`src/rtl/rr_pkg.sv`:
```
package rr_pkg;
  localparam int RR_COPIES = 8;
  localparam int RR_BW     = 8;
  localparam int RR_SLOTS  = 2 * RR_COPIES;
  localparam int RR_HDR    = 2 * RR_COPIES;
  localparam int RR_SLOT_W = $clog2(RR_SLOTS);

  typedef enum logic [2:0] {
    ST_IDLE, ST_GATHER, ST_DRAIN, ST_EVAL, ST_FIN, ST_FAIL
  } rr_state_e;

  typedef enum logic { PH_HDR, PH_ENT } rr_phase_e;

  // number of copies equal to the copy at position cand
  function automatic int unsigned rr_match_count(
    input logic [RR_COPIES*RR_BW-1:0] v, input int unsigned cand);
    int unsigned n;
    logic [RR_BW-1:0] pick;
    n = 0;
    pick = v[cand*RR_BW +: RR_BW];
    for (int j = 0; j < RR_COPIES; j++)
      if (v[j*RR_BW +: RR_BW] == pick) n++;
    return n;
  endfunction

  // start of the copy selected by slot: low bits = copy, top bit = complemented set
  function automatic int unsigned rr_copy_base(
    input logic [RR_SLOT_W-1:0] slot, input int unsigned setsize);
    int unsigned copy_n;
    int unsigned inv;
    copy_n = int'(slot[RR_SLOT_W-2:0]);
    inv    = int'(slot[RR_SLOT_W-1]);
    return RR_HDR + (2 * copy_n + inv) * setsize;
  endfunction

  function automatic logic rr_count_ok(input logic [RR_BW-1:0] val, input int unsigned lim);
    return (val != '0) && (int'(val) <= lim);
  endfunction
endpackage

```
`src/rtl/rr_vote8.sv`:
```
module rr_vote8
  import rr_pkg::*;
(
  input  logic [RR_COPIES*RR_BW-1:0] copies,
  output logic [RR_BW-1:0]           value,
  output logic                       ok
);
  localparam int NCAND = RR_COPIES / 2;

  logic [NCAND-1:0] hit;

  for (genvar i = 0; i < NCAND; i++) begin : g_cand
    assign hit[i] = rr_match_count(copies, i) > NCAND;
  end

  always_comb begin
    value = '0;
    ok    = 1'b0;
    for (int i = NCAND - 1; i >= 0; i--) begin
      if (hit[i]) begin
        value = copies[i*RR_BW +: RR_BW];
        ok    = 1'b1;
      end
    end
  end
endmodule

```
`src/rtl/rr_addr_gen.sv`:
```
module rr_addr_gen
  import rr_pkg::*;
#(
  parameter int BUF_AW = 11,
  parameter int IDX_W  = 6,
  parameter int SZ_W   = 7
) (
  input  rr_phase_e             phase,
  input  logic [RR_SLOT_W-1:0]  slot,
  input  logic [IDX_W-1:0]      idx,
  input  logic [SZ_W-1:0]       setsize,
  output logic [BUF_AW-1:0]     addr
);
  int unsigned ent_off;

  always_comb begin
    ent_off = rr_copy_base(slot, int'(setsize)) + int'(idx);
    if (phase == PH_HDR) addr = BUF_AW'(slot);
    else                 addr = BUF_AW'(ent_off);
  end
endmodule

```
`src/rtl/rr_table_extract.sv`:
```
module rr_table_extract
  import rr_pkg::*;
#(
  parameter int MAX_MODES = 8,
  parameter int MAX_REGS  = 8,
  localparam int ENTRIES  = MAX_MODES * MAX_REGS,
  localparam int IDX_W    = (ENTRIES > 1) ? $clog2(ENTRIES) : 1,
  localparam int SZ_W     = $clog2(ENTRIES + 1),
  localparam int BUF_AW   = $clog2(RR_HDR + RR_SLOTS * ENTRIES)
) (
  input  logic              clk,
  input  logic              rst_n,
  input  logic              start,
  output logic              rd_en,
  output logic [BUF_AW-1:0] rd_addr,
  input  logic [RR_BW-1:0]  rd_data,
  output logic [RR_BW-1:0]  mode_count,
  output logic [RR_BW-1:0]  reg_count,
  output logic              tbl_we,
  output logic [IDX_W-1:0]  tbl_addr,
  output logic [RR_BW-1:0]  tbl_wdata,
  output logic              busy,
  output logic              done,
  output logic              error
);
  localparam int HALF = RR_COPIES * RR_BW;

  rr_state_e              state_q;
  rr_phase_e              phase_q;
  logic [RR_SLOT_W-1:0]   slot_q, cap_slot_q;
  logic                   cap_en_q;
  logic [IDX_W-1:0]       idx_q;
  logic [SZ_W-1:0]        setsize_q;
  logic [RR_SLOTS*RR_BW-1:0] copies_q;
  logic [RR_BW-1:0]       modes_q, regs_q;
  logic                   we_q;
  logic [IDX_W-1:0]       waddr_q;
  logic [RR_BW-1:0]       wdata_q;

  logic [RR_BW-1:0] val_lo, val_hi;
  logic             ok_lo, ok_hi;
  logic [15:0]      prod;

  // named events for the checker
  logic ev_launch, ev_eval, ev_hdr_ok, ev_ent_ok, ev_fail, ev_last;

  rr_vote8 u_vote_lo (.copies(copies_q[HALF-1:0]),      .value(val_lo), .ok(ok_lo));
  rr_vote8 u_vote_hi (.copies(copies_q[2*HALF-1:HALF]), .value(val_hi), .ok(ok_hi));

  rr_addr_gen #(.BUF_AW(BUF_AW), .IDX_W(IDX_W), .SZ_W(SZ_W)) u_addr (
    .phase(phase_q), .slot(slot_q), .idx(idx_q), .setsize(setsize_q), .addr(rd_addr)
  );

  assign busy  = (state_q == ST_GATHER) || (state_q == ST_DRAIN) || (state_q == ST_EVAL);
  assign done  = (state_q == ST_FIN);
  assign error = (state_q == ST_FAIL);
  assign rd_en = (state_q == ST_GATHER);

  assign prod      = 16'(val_lo) * 16'(val_hi);
  assign ev_launch = start && !busy;
  assign ev_eval   = (state_q == ST_EVAL);
  assign ev_hdr_ok = ev_eval && (phase_q == PH_HDR) && ok_lo && ok_hi &&
                     rr_count_ok(val_lo, MAX_MODES) && rr_count_ok(val_hi, MAX_REGS);
  assign ev_ent_ok = ev_eval && (phase_q == PH_ENT) && ok_lo && ok_hi &&
                     ((val_lo ^ val_hi) == {RR_BW{1'b1}});
  assign ev_fail   = ev_eval && !ev_hdr_ok && !ev_ent_ok;
  assign ev_last   = (SZ_W'(idx_q) + SZ_W'(1)) == setsize_q;

  // capture pipeline: buffer answers one cycle after the request
  always_ff @(posedge clk or negedge rst_n) begin
    if (!rst_n) begin
      cap_en_q   <= 1'b0;
      cap_slot_q <= '0;
      copies_q   <= '0;
    end else begin
      cap_en_q   <= rd_en;
      cap_slot_q <= slot_q;
      if (cap_en_q) copies_q[cap_slot_q*RR_BW +: RR_BW] <= rd_data;
    end
  end

  always_ff @(posedge clk or negedge rst_n) begin
    if (!rst_n) begin
      state_q   <= ST_IDLE;
      phase_q   <= PH_HDR;
      slot_q    <= '0;
      idx_q     <= '0;
      setsize_q <= '0;
      modes_q   <= '0;
      regs_q    <= '0;
      we_q      <= 1'b0;
      waddr_q   <= '0;
      wdata_q   <= '0;
    end else begin
      we_q <= 1'b0;
      unique case (state_q)
        ST_IDLE, ST_FIN, ST_FAIL: begin
          if (start) begin
            state_q   <= ST_GATHER;
            phase_q   <= PH_HDR;
            slot_q    <= '0;
            idx_q     <= '0;
            setsize_q <= '0;
            modes_q   <= '0;
            regs_q    <= '0;
          end
        end
        ST_GATHER: begin
          slot_q <= slot_q + 1'b1;
          if (slot_q == RR_SLOT_W'(RR_SLOTS - 1)) state_q <= ST_DRAIN;
        end
        ST_DRAIN: state_q <= ST_EVAL;
        ST_EVAL: begin
          slot_q <= '0;
          if (ev_hdr_ok) begin
            modes_q   <= val_lo;
            regs_q    <= val_hi;
            setsize_q <= SZ_W'(prod);
            phase_q   <= PH_ENT;
            idx_q     <= '0;
            state_q   <= ST_GATHER;
          end else if (ev_ent_ok) begin
            we_q    <= 1'b1;
            waddr_q <= idx_q;
            wdata_q <= val_lo;
            if (ev_last) state_q <= ST_FIN;
            else begin
              idx_q   <= idx_q + 1'b1;
              state_q <= ST_GATHER;
            end
          end else begin
            state_q <= ST_FAIL;
          end
        end
        default: state_q <= ST_IDLE;
      endcase
    end
  end

  assign mode_count = modes_q;
  assign reg_count  = regs_q;
  assign tbl_we     = we_q;
  assign tbl_addr   = waddr_q;
  assign tbl_wdata  = wdata_q;
endmodule

```
`config.mk`:
```
export PLATFORM = sky130hd
export DESIGN_NAME = rr_table_extract
export DESIGN_NICKNAME = d
export VERILOG_FILES = /design/src/rtl/rr_pkg.sv /design/src/rtl/rr_vote8.sv /design/src/rtl/rr_addr_gen.sv /design/src/rtl/rr_table_extract.sv
export SDC_FILE = /design/constraint.sdc
export NUM_CORES = 1
export LEC_CHECK = 0
export BUFFER_PORTS_ARGS = -buffer_cell sky130_fd_sc_hd__buf_2
export CAP_MARGIN = 25
export CORE_AREA = 2 2 256 258
export DETAILED_ROUTE_END_ITERATION = 16
export DIE_AREA = 0 0 258 260
export MAX_ROUTING_LAYER = met4
export PLACE_DENSITY = 0.56
export RECOVER_POWER = 50
export SYNTH_ARGS = -nofsm -noshare
export SYNTH_HDL_FRONTEND = slang
export SYNTH_SLANG_ARGS = --single-unit
```
`constraint.sdc`:
```
create_clock -name clk -period 8.7 [get_ports clk]
set_input_delay 1.305 -clock clk [delete_from_list [all_inputs] [get_ports clk]]
set_output_delay 1.305 -clock clk [all_outputs]
set_load 0.05 [all_outputs]
```
==> results.cfg <==
[logic_synthesis]
ys_seq_elements = 185
synth.area.mux_share = 0.0148
synth_flop_cell = dfrtp_1
synth_top_family_by_area = simple AND/OR/NAND/NOR gates
synth_enable_flop_cells = 0
avgSynthCellArea_um2 = 8.28
netlist_area_um2 = 19100
synth_common_cells = nand2_1 (303), xnor2_1 (244), dfrtp_1 (185), xor2_1 (169), o21ai_0 (138)
synth-seq-area-share = 0.242
synthAdderAreaFrac = 0.101
synth_compound_area_frac = 0.149
yosysTopAreaCell = dfrtp_1
yosysMostFrequentCell = nand2_1
yosys-top-cells-area = dfrtp_1 (24%), xnor2_1 (11%), xor2_1 (7.7%)
synth_cell_types = 96
syn_inst = 2309
synth-simple-area-share = 0.215
synth_top_area_frac = 0.242
syn_nets = 2454
synthXorXnorAreaFrac = 0.208
ys_async_sr_fraction = 1.00
synth_warnings = 0

[global_route]
antenna_found_initial = 0
gr-total-overflow = 0
grt_pass1_vias = 17602
grtUsageTotal = 0.202
grt_max_degree = 65
grt_pass1_wl_um = 103000

[clock_network]
cts_root_buf = clkbuf_16
cts_buffers = 17
worst_skew_pair.late_latency_ns = 0.46
cts_max_path_buffers = 2
numClockSinks = 185
htree_levels = 4
path_clk_slew_ns = 0.08
cts_tree = done

[floorplan]
fp.dieH_um = 260
row_count = 93
fp.dieW_um = 258
initial_utilization = 0.298
core_um2 = 64100
ios = 57
die_area_um2 = 67100

[critical_path]
reg2reg_to = setsize_q[6]
cpPeakStageDelay_ns = 0.54
cp_max_fo = 4
cp-startpoint = copies_q[4]
r2r_slack_ns = 0.27
crit_type = register to register
reg2reg_depth = 37
worstPathArrival_ns = 8.75
r2r-start = copies_q[4]
required_ns = 9.02
endpoint = setsize_q[6]
slowest_stage = fa_1
critPathLaunchType = register
endpoint_kind = register

[status]
outcome = finished, violations left
violations = capacitance limit, slew limit

[timing]
slew_headroom = -1.41
slew_viol_final = 125
hold_viol = 0
skew_ns = 0.0115
fmax_mhz = 119
setup_viol = 0
tightest_slew_ns = 3.62
min_period_ns = 8.43
period_share = 0.969

[routing]
drtIter0Drc = 1326
drc = 0
wirelength_um = 66200
wl_per_cell_um = 19.5
drtPass1Iterations = 5
num_vias = 17783
viasPerCell = 5.24
detail-route-antenna-nets = 0

[final_layout]
area_delta_synth_final_pct = 22.0
stdcell_area_um2 = 23300
diodes = 0
drive_gt1_frac = 0.224
fin_nets = 2672

[place]
hpwl_um = 51400
gp_congestion = 0.966
place_area_um2 = 21900
port_buffers = 56

[worst_hold_path]
hp-start = tbl_wdata[7]
hold_class = register to register

[flow_run]
drv_cap = 2
-- metrics by stage --
stage                     hold slack, ns  utilization  setup TNS (ns)  instances  setup slack [ns]
after detailed placement           0.472        0.341          -0.269       3331            -0.269
after floorplan                    0.373            -               0       2309             0.108
final                              0.490        0.364               0       3395             0.273
after CTS                          0.491        0.352               0       3365           0.00872
after global placement             0.465        0.341          -0.167       3330            -0.167
after global routing               0.520        0.364         -0.0351       3395           -0.0351
-- worst max-delay path, delay by kind of cell, from the launching register on --
| kind | cells | cell delay (ns) |
|---|---|---|
| AO/OA/AOI/OAI | 8 | 1.63 |
| XOR/XNOR | 8 | 1.44 |
| adder cells (fa/ha/maj) | 8 | 3.15 |
| buffers and inverters | 8 | 0.72 |
| flip-flops | 1 | 0.44 |
| AND/OR/NAND/NOR | 5 | 0.89 |
-- flip-flops by register name, summed over array words and instances, names as in the netlist, 3 cells and up --
signal      cells
mode_count      8
tbl_addr        6
slot_q          4
cap_slot_q      4
copies_q      128
reg_count       8
idx_q           6
tbl_wdata       8
setsize_q       7
state_q         3
-- layer usage --
layer | up-vias | part of all wire | GRT usage
met3 | 99 | 0.058 | 0.0266
met2 | 556 | 0.47 | 0.325
met1 | 8745 | 0.45 | 0.266
met4 | 0 | 0.023 | 0.0536
li1 | 8383 | - | -
met5 | - | 0 | -
-- repair_timing --
action | CTS | global route
setup endpoints to repair | 1 | 1
resized for setup | 31 | 134
hold buffers | 0 | 0
buffers inserted | 2 | 30
pin swaps | 7 | 73
-- worst min path at each step --
stage	to	cells past startpoint
final	tbl_wdata[7]	2
after global routing	state_q[1]	1
after CTS	tbl_wdata[4]	2
after detailed placement	tbl_wdata[4]	2
after global placement	tbl_addr[2]	2
after floorplan	cap_slot_q[3]	0
-- cells by family after synthesis --
group,Yosys count
AO/OA/AOI/OAI,412
XOR/XNOR,430
adder cells (fa/ha/maj),135
buffers and inverters,307
flip-flops,185
multiplexers,26
AND/OR/NAND/NOR,814
-- area by class of cell --
type                    instances  area, um^2
clock buffers                  17         425
clock inverters                15         174
repair buffers                386        2790
inverters                     120         457
well taps                     855        1070
flip-flops and latches        185        4650
fillers                      6562       40800
multi-input cells            1817       13800
-- placed cells by master (no fill, tap or decap), drive strengths merged, types with 15 or more instances in the layout --
| cell | Yosys | layout |
|---|---|---|
| mux2 | 18 | 18 |
| a21o | 19 | 19 |
| nand2 | 304 | 304 |
| nor4 | 49 | 49 |
| a31oi | 17 | 17 |
| and3 | 29 | 29 |
| nor3 | 38 | 38 |
| xnor2 | 247 | 247 |
| a211oi | 15 | 15 |
| or3 | 19 | 19 |
| buf | 87 | 350 |
| and4 | 23 | 23 |
| ha | 102 | 102 |
| fa | 32 | 32 |
| dfrtp | 185 | 185 |
| nand3 | 72 | 72 |
| xor2 | 169 | 169 |
| inv | 120 | 129 |
| nor2 | 90 | 90 |
| o21ai | 146 | 146 |
| o211ai | 24 | 24 |
| and2 | 69 | 69 |
| a21oi | 37 | 37 |
| clkbuf | 100 | 53 |
| a22o | 37 | 37 |
| nand4 | 60 | 60 |
Power is not shown: default switching activity piles up to over one toggle a cycle in this logic, so the estimate is an artifact.
